==> config.mk <==
export PLATFORM = sky130hd
export DESIGN_NAME = sser_chain_rd
export DESIGN_NICKNAME = d
export VERILOG_FILES = /design/src/rtl/sser_pkg.sv /design/src/rtl/sser_spi_rx.sv /design/src/rtl/sser_chip_eval.sv /design/src/rtl/sser_chain_rd.sv
export SDC_FILE = /design/constraint.sdc
export NUM_CORES = 1
export LEC_CHECK = 0
export ABC_AREA = 0
export BUFFER_PORTS_ARGS = -buffer_cell sky130_fd_sc_hd__buf_2
export CAP_MARGIN = 10
export CORE_ASPECT_RATIO = 2
export CORE_UTILIZATION = 45
export DETAILED_ROUTE_END_ITERATION = 7
export PLACE_DENSITY = 0.74
export SLEW_MARGIN = 20
export SYNTH_ARGS = -nofsm -noshare
export SYNTH_HDL_FRONTEND = slang
export SYNTH_SLANG_ARGS = --single-unit
==> constraint.sdc <==
create_clock -name clk -period 6.9 [get_ports clk]
set_input_delay 0.345 -clock clk [delete_from_list [all_inputs] [get_ports clk]]
set_output_delay 0.345 -clock clk [all_outputs]
set_load 0.05 [all_outputs]
==> src/rtl/sser_pkg.sv <==
package sser_pkg;

  // Per-chip diagnostic record produced by the evaluator
  typedef struct packed {
    logic crc_bad;
    logic hot;
    logic uv_al;
    logic uv_wn;
    logic flt;
  } chip_diag_t;

  localparam logic [7:0] CHK_POLY = 8'hA8;

  // 5-bit check code over one byte, MSB first, zero start, left-aligned
  function automatic logic [4:0] chk5(input logic [7:0] d);
    logic [7:0] r;
    r = d;
    for (int b = 0; b < 8; b++) begin
      if (r[7]) r = {r[6:0], 1'b0} ^ CHK_POLY;
      else      r = {r[6:0], 1'b0};
    end
    return r[7:3];
  endfunction

endpackage

==> src/rtl/sser_spi_rx.sv <==
module sser_spi_rx #(
  parameter int CLK_DIV = 2,
  parameter int BUF_W   = 48,
  localparam int BCW    = $clog2(BUF_W + 1),
  localparam int DCW    = $clog2(CLK_DIV) + 1
) (
  input  logic             clk,
  input  logic             rst_n,
  input  logic             start,
  input  logic [BCW-1:0]   nbits,
  input  logic             miso,
  output logic             sclk,
  output logic             cs_n,
  output logic             busy,
  output logic             fin,
  output logic [BUF_W-1:0] rxb
);

  logic [DCW-1:0] dcnt;
  logic [BCW-1:0] bcnt;
  logic [BCW-1:0] nb_q;

  always_ff @(posedge clk or negedge rst_n) begin
    if (!rst_n) begin
      cs_n <= 1'b1;
      sclk <= 1'b0;
      busy <= 1'b0;
      fin  <= 1'b0;
      dcnt <= '0;
      bcnt <= '0;
      nb_q <= '0;
      rxb  <= '0;
    end else begin
      fin <= 1'b0;
      if (!busy) begin
        if (start) begin
          busy <= 1'b1;
          cs_n <= 1'b0;
          dcnt <= '0;
          bcnt <= '0;
          nb_q <= nbits;
        end
      end else if (dcnt == DCW'(CLK_DIV - 1)) begin
        dcnt <= '0;
        sclk <= ~sclk;
        if (!sclk) begin
          rxb <= {rxb[BUF_W-2:0], miso};          // rising edge: sample
        end else if (bcnt == nb_q - BCW'(1)) begin
          busy <= 1'b0;                           // last falling edge
          cs_n <= 1'b1;
          fin  <= 1'b1;
        end else begin
          bcnt <= bcnt + BCW'(1);
        end
      end else begin
        dcnt <= dcnt + DCW'(1);
      end
    end
  end

  AST_SCLK_IDLE_LOW: assert property (@(posedge clk) disable iff (!rst_n)
    cs_n |-> !sclk);
  AST_BITCOUNT_RANGE: assert property (@(posedge clk) disable iff (!rst_n)
    busy |-> (bcnt < nb_q));

endmodule

==> src/rtl/sser_chip_eval.sv <==
module sser_chip_eval
  import sser_pkg::*;
(
  input  logic       st_mode,
  input  logic       ign_uv,
  input  logic [7:0] data,
  input  logic [7:0] stat,
  input  logic       pin,
  output chip_diag_t diag,
  output logic [7:0] bits
);

  logic pin_f;

  always_comb begin
    pin_f        = pin && !ign_uv;
    diag.crc_bad = st_mode && (stat[7:3] != chk5(data));
    diag.hot     = st_mode && stat[1];
    diag.uv_al   = st_mode && !ign_uv && !stat[2];
    diag.uv_wn   = st_mode && !ign_uv && !stat[0];
    diag.flt     = pin_f || diag.crc_bad || diag.hot || diag.uv_al;
    bits         = diag.flt ? 8'h00 : data;
  end

endmodule

==> src/rtl/sser_chain_rd.sv <==
module sser_chain_rd
  import sser_pkg::*;
#(
  parameter int N_CHIPS      = 3,
  parameter int CLK_DIV      = 2,
  parameter int SHARED_FAULT = 0,
  localparam int FP_W        = (SHARED_FAULT != 0) ? 1 : N_CHIPS
) (
  input  logic                 clk,
  input  logic                 rst_n,
  input  logic                 status_mode,
  input  logic                 ignore_uv,
  input  logic                 req_valid,
  output logic                 req_ready,
  output logic                 sclk,
  output logic                 cs_n,
  input  logic                 miso,
  input  logic [FP_W-1:0]      fault_pin,
  output logic                 done,
  output logic [8*N_CHIPS-1:0] in_bits,
  output logic [N_CHIPS-1:0]   chip_fault,
  output logic [N_CHIPS-1:0]   crc_err,
  output logic [N_CHIPS-1:0]   over_temp,
  output logic [N_CHIPS-1:0]   uv_alarm,
  output logic [N_CHIPS-1:0]   uv_warn
);

  localparam int BUF_W = 16 * N_CHIPS;
  localparam int BCW   = $clog2(BUF_W + 1);

  logic             busy, fin, start, mode_q, ign_q;
  logic [BUF_W-1:0] rxb;
  logic [BCW-1:0]   nbits;

  assign req_ready = !busy;
  assign start     = req_valid && !busy;
  assign nbits     = status_mode ? BCW'(16 * N_CHIPS) : BCW'(8 * N_CHIPS);

  sser_spi_rx #(.CLK_DIV(CLK_DIV), .BUF_W(BUF_W)) u_rx (
    .clk(clk), .rst_n(rst_n), .start(start), .nbits(nbits), .miso(miso),
    .sclk(sclk), .cs_n(cs_n), .busy(busy), .fin(fin), .rxb(rxb)
  );

  always_ff @(posedge clk or negedge rst_n) begin
    if (!rst_n) begin
      mode_q <= 1'b0;
      ign_q  <= 1'b0;
    end else if (start) begin
      mode_q <= status_mode;
      ign_q  <= ignore_uv;
    end
  end

  chip_diag_t                 c_diag [N_CHIPS];
  logic [8*N_CHIPS-1:0]       c_bits;

  for (genvar i = 0; i < N_CHIPS; i++) begin : g_chip
    logic [7:0] d_sel, s_sel;
    logic       pin_i;
    // last received byte sits in the low 8 bits of the buffer
    assign d_sel = mode_q ? rxb[(2*N_CHIPS-1-2*i)*8 +: 8] : rxb[(N_CHIPS-1-i)*8 +: 8];
    assign s_sel = rxb[(2*N_CHIPS-2-2*i)*8 +: 8];
    if (SHARED_FAULT != 0) begin : g_shared
      assign pin_i = fault_pin[0];
    end else begin : g_own
      assign pin_i = fault_pin[i];
    end
    sser_chip_eval u_ev (
      .st_mode(mode_q), .ign_uv(ign_q), .data(d_sel), .stat(s_sel),
      .pin(pin_i), .diag(c_diag[i]), .bits(c_bits[8*i +: 8])
    );
  end

  always_ff @(posedge clk or negedge rst_n) begin
    if (!rst_n) begin
      done       <= 1'b0;
      in_bits    <= '0;
      chip_fault <= '0;
      crc_err    <= '0;
      over_temp  <= '0;
      uv_alarm   <= '0;
      uv_warn    <= '0;
    end else begin
      done <= fin;
      if (fin) begin
        in_bits <= c_bits;
        for (int i = 0; i < N_CHIPS; i++) begin
          chip_fault[i] <= c_diag[i].flt;
          crc_err[i]    <= c_diag[i].crc_bad;
          over_temp[i]  <= c_diag[i].hot;
          uv_alarm[i]   <= c_diag[i].uv_al;
          uv_warn[i]    <= c_diag[i].uv_wn;
        end
      end
    end
  end

  AST_NO_ACCEPT_BUSY: assert property (@(posedge clk) disable iff (!rst_n)
    !cs_n |-> !req_ready);
  AST_DONE_ONE_CYCLE: assert property (@(posedge clk) disable iff (!rst_n)
    done |=> !done);
  AST_RESULTS_HELD: assert property (@(posedge clk) disable iff (!rst_n)
    !fin |=> ($stable(in_bits) && $stable(chip_fault) && $stable(crc_err)));
  AST_DATAONLY_CLEAN: assert property (@(posedge clk) disable iff (!rst_n)
    (done && !$past(mode_q)) |-> (crc_err == '0 && over_temp == '0 && uv_alarm == '0));
  AST_IGNORE_UV_CLEAN: assert property (@(posedge clk) disable iff (!rst_n)
    (done && $past(ign_q)) |-> (uv_alarm == '0 && uv_warn == '0));

endmodule

---- Word-level counts from Yosys, hierarchy flattened ----
Cells that the tools add are included.
storage, ports and cells
  output and inout bits ................... 43
  flip-flop bits (word level) ............. 108
  input bits .............................. 9
  logic and storage cells ................. 148
cells by class
  multiplexer cells ....................... 53
  reductions and logical operators ........ 40
  add/sub/neg operators ................... 3
  equal/unequal tests ..................... 9
  bitwise gates (word level) .............. 26
operators with widths
  cell                                                  number
  2-to-1 mux 8 bit                                      30
  inverter 3 bit                                        24
  2-to-1 mux 6 bit                                      6
  logical AND 1 bit                                     17
  != test 5 bit                                         3
  2-to-1 mux 1 bit                                      14
  logical OR 1 bit                                      9
  logical NOT 1 bit                                     8
  AND reduction 4 bit                                   2
  adder 6 x 1 -> 6 bit (second input constant)          1
  equality test 6 bit                                   1
  2-to-1 mux 2 bit                                      3
  != test 2 bit (second input constant)                 3
  subtractor 6 x 1 -> 6 bit (second input constant)     1
  AND reduction 2 bit                                   2
  AND reduction 3 bit                                   1
  adder 2 x 1 -> 2 bit (second input constant)          1
  equality test 2 x 1 -> 1 bit (second input constant)  1
  != test 2 x 1 -> 1 bit (second input constant)        1
  inverter 1 bit                                        2
  nonzero test 2 bit                                    1

---- Depth between registers and ports, before layout ----
  depth in word-level cells ............... 23
  gate-level depth with buffers ........... 8

---- By module ----
Synthesis repeated with hierarchy kept, for this count alone.
unflattened totals
  cells, all modules ...................... 498
  area total of the unflattened synthesis .. 6013.3 um^2
modules (own cells, without submodules)
  module          seq. area each (um^2)  times used  cells an instance  area each (um^2)
  sser_spi_rx     1652.8                 1           205                2741.4
  sser_chain_rd   1051.0                 1           119                1913.1
  sser_chip_eval  0.0                    3           58                 452.9

---- Worst setup path after synthesis ----
OpenSTA, ideal clock, no wires.
  kind .................................... reg-to-reg
  from .................................... register u_rx.rxb[6]
  to ...................................... register crc_err[2]
  data required time ...................... 6.779 ns
  library setup time ...................... 0.121 ns
  clock period less this slack ............ 2.505 ns
  cell stages (with the launch flop) ...... 8
  path slack .............................. 4.395 ns
  data arrival time ....................... 2.384 ns
  path through ............................ dfrtp_1 > buf_4 > xnor2_1 > mux2_4 > or4_4 > a311oi_4 > o211ai_4 > a22o_1
between the ends
  word-level cells in the longest chain between the ends .. 14
  elaborated cells on any way between the ends .. 17
RTL lines
  what                                                                 line                  text
  start: declaration                                                   sser_spi_rx.sv:16     output logic [BUF_W-1:0] rxb
  start signal: assignment                                             sser_spi_rx.sv:47     rxb <= {rxb[BUF_W-2:0], miso};
  2-to-1 mux 8 bit                                                     sser_chain_rd.sv:61   assign d_sel = mode_q ? rxb[(2*N_CHIPS-1-2*i)*8 +: 8] : rxb[(N_CHIPS-1-i)*8 +: 8];
  inverter 3 bit (no source line)                                      -
  2-to-1 mux 8 bit (3 in a row)                                        sser_pkg.sv:19        if (r[7]) r = {r[6:0], 1'b0} ^ CHK_POLY;
  2-to-1 mux 8 bit or inverter 3 bit (tied branches)                   -
  inverter 3 bit (no source line) or 2-to-1 mux 8 bit (tied branches)  -
  2-to-1 mux 8 bit or inverter 3 bit (tied branches) (3 in a row)      -
  inverter 3 bit (no source line) or 2-to-1 mux 8 bit (tied branches)  -
  2-to-1 mux 8 bit                                                     sser_pkg.sv:19
  != test 5 bit *                                                      sser_chip_eval.sv:17  diag.crc_bad = st_mode && (stat[7:3] != chk5(data));
  logical AND 1 bit *                                                  sser_chip_eval.sv:17
  end signal: indexed assignment                                       sser_chain_rd.sv:89   crc_err[i] <= c_diag[i].crc_bad;
  end: declaration                                                     sser_chain_rd.sv:22   output logic [N_CHIPS-1:0] crc_err,
Mark *: on every way between the ends. The rest lies on a longest branch, timed or not.
A chain may end at the register's enable or synchronous reset.

==> metrics.txt <==
status finished, violations left; violated checks negative hold slack; CP startpoint kind register; final hold slack -0.0169 ns; vias in the first global route roughly 4300; final worst-path cycle share 39.3%; Power Density about 200 mW/mm^2; DR WL/cell 18.9 um; Pleak 2.95 nW; Max Cap Viol 0; VDD IR max 0.143 mV; # diodes 0; total CTS buffers 9; Placed Cells incl. Taps between 600 and 700; Clock transition at path regs 0.08 ns; die width 82.5 um; Clock Latency Late Sink about 0.36 ns; Final Slew Violations 0; crit-path max FO 58; Critical R2R Capture in_bits[21]; global-route wire length before repair around 22 mm; Post CTS Setup Buffer Count 0; Max clock buf depth 2; R2R Setup Slk 4.19 ns; vias 4016; Initial Util 46.2%; Synth cell types 62; Synth Flop Type dfrtp_1; cells after synthesis 510; die area about 0.013 mm^2; Die H between 150 and 200 um; RSZ-0062 raised after global routing false; Non-Filler Instances around 700; dpl hpwl 9.44 mm; worst setup margin between 4 and 5 ns; layout cells sized above 1 26.6%; clk_skew 0.0116 ns; routed wire length 13.2 mm; CTS tree done; Synth warnings 0; Slew headroom 41.7%; Nets 555; syn avg cell area 11.4 um^2; DRT iter0 DRCs 309; most frequent cells in the layout dfrtp_1 (102), buf_2 (50), mux2_2 (49); area added between synthesis and finish 9.75%; DR pass1 iterations 4; post-place setup slack 4.21 ns; CTS Root Cell clkbuf_16; Critical Path RT 7.16 ns; critical path class reg2reg; Routability Congestion 0.850; Slew @ Worst Pin roughly 0.87 ns; core region area 0.0126 mm^2; arrival time at the worst endpoint 2.97 ns; min Tclk post-route 2.71 ns; Seq/Total Area, Yosys between 40% and 50%; Global Route Usage Sum 21.8%; # DRC 0; CTS resizes 0; setup TNS 0 ns; largest net degree at the start of global routing 62; mapped cell area 0.00584 mm^2; cts hold-fix bufs 0; kind of end point of the critical path register; Synth Net Count about 520; H-tree depth 3; Highest Clock Rate between 300 and 400 MHz; # clock sinks 104; #FFs+latches synth 104; number of flops mapped to enable cells by yosys 0; Async SR Flop Fraction 100%; final hold viol count 16; total congestion overflow 0; Hold Crit Class in2async; # port buffers 51; antenna violations before repair 0; # setup viols final 0; Row Count 58; R2R cell count 7; post-route antenna net violation count 0; drt via density about 5.7; num ports 52; reg2reg start u_rx.nb_q[5]; most common cell after layout, fill and taps aside dfrtp_1
## metal layers
layer	wire [um]	share of wire (%)	global-route usage, %	vias up
met5	0	0	0	-
met4	458	3.5	10.6	0
met3	433	3.3	3.02	31
met2	7590	57	40.8	97
met1	4740	36	22.8	2017
li1	-	-	-	1871
## worst max-delay path by stage
stage	startpoint	endpoint	slack (ns)	depth (start not counted)
final	u_rx.nb_q[5]	in_bits[21]	4.19	7
after global routing	u_rx.nb_q[5]	in_bits[21]	4.06	7
after CTS	u_rx.nb_q[5]	in_bits[21]	4.19	7
after detailed placement	u_rx.nb_q[5]	in_bits[21]	4.21	7
after global placement	u_rx.nb_q[5]	crc_err[2]	4.25	7
after floorplan	u_rx.rxb[6]	crc_err[2]	4.40	7
## cells by family after synthesis
family / count (synthesis) / synth area share, %
flip-flops: 104 / 44.6
buffers and inverters: 44 / 4.65
adder cells (fa/ha/maj): 2 / 0.429
XOR/XNOR: 68 / 13.3
multiplexers: 69 / 13.2
AND/OR/NAND/NOR: 124 / 10.9
AO/OA/AOI/OAI: 99 / 12.9
## critical path, stage by stage, from the launching register on
cell	delay, ns
dfrtp_2	0.36
buf_4	0.52
nor2b_1	0.10
mux2_4	0.31
or4_4	0.53
a311oi_4	0.31
o211ai_4	0.21
o31ai_2	0.26
## stage by stage
stage / util [%] / power [mW] / hold slack (ns) / instance area [um^2]
2_1_floorplan: - / 0.713 / 0.0494 / 5840
3_3_place_gp: 48.3 / 0.738 / 0.380 / 6100
3_5_place_dp: 48.3 / 0.742 / 0.386 / 6100
4_1_cts: 50.7 / 1.28 / 0.00140 / 6410
5_1_grt: 50.7 / 1.31 / 0.0338 / 6410
6_report: 50.7 / 1.27 / -0.0169 / 6410
## where the power goes
group	internal, mW	total (mW)	switching (mW)	leakage, nW
clock network	0.290	0.539	0.249	0.153
logic	0.0419	0.105	0.0629	1.43
registers	0.614	0.625	0.0114	1.37
total	0.945	1.27	0.323	2.95
## synthesized netlist by cell type (13+ instances only)
cell | number | area, um^2
dfrtp_1 | 103 | 2580
mux2_2 | 49 | 552
nand2_1 | 33 | 124
xnor2_1 | 30 | 263
xor2_1 | 25 | 219
a22oi_1 | 23 | 173
nor2_1 | 22 | 82.6
o21ai_0 | 19 | 95.1
mux2i_1 | 18 | 180
nand3_1 | 17 | 85.1
nand2b_1 | 15 | 93.8
a21oi_1 | 14 | 70.1
clkbuf_1 | 14 | 52.6
o31ai_1 | 14 | 105
nor2b_1 | 13 | 81.3
## state kept, by name, indices dropped and copies added (netlist names)
name	cells
chip_fault	3
crc_err	3
done	1
ign_q	1
in_bits	24
over_temp	3
u_rx.bcnt	6
u_rx.busy	1
u_rx.cs_n	1
u_rx.dcnt	2
u_rx.fin	1
u_rx.nb_q	3
u_rx.rxb	48
u_rx.sclk	1
uv_alarm	3
uv_warn	3
## area by class of cell
class	count	area [um^2]
Clock buffer	9	225
Inverter	11	41.3
Sequential cell	104	2610
Timing Repair Buffer	56	295
Fill cell	1165	6220
Multi-Input combinational cell	362	2970
Clock inverter	7	85.1
Tap cell	150	188
Note: power is estimated with default switching activity, not from simulation.
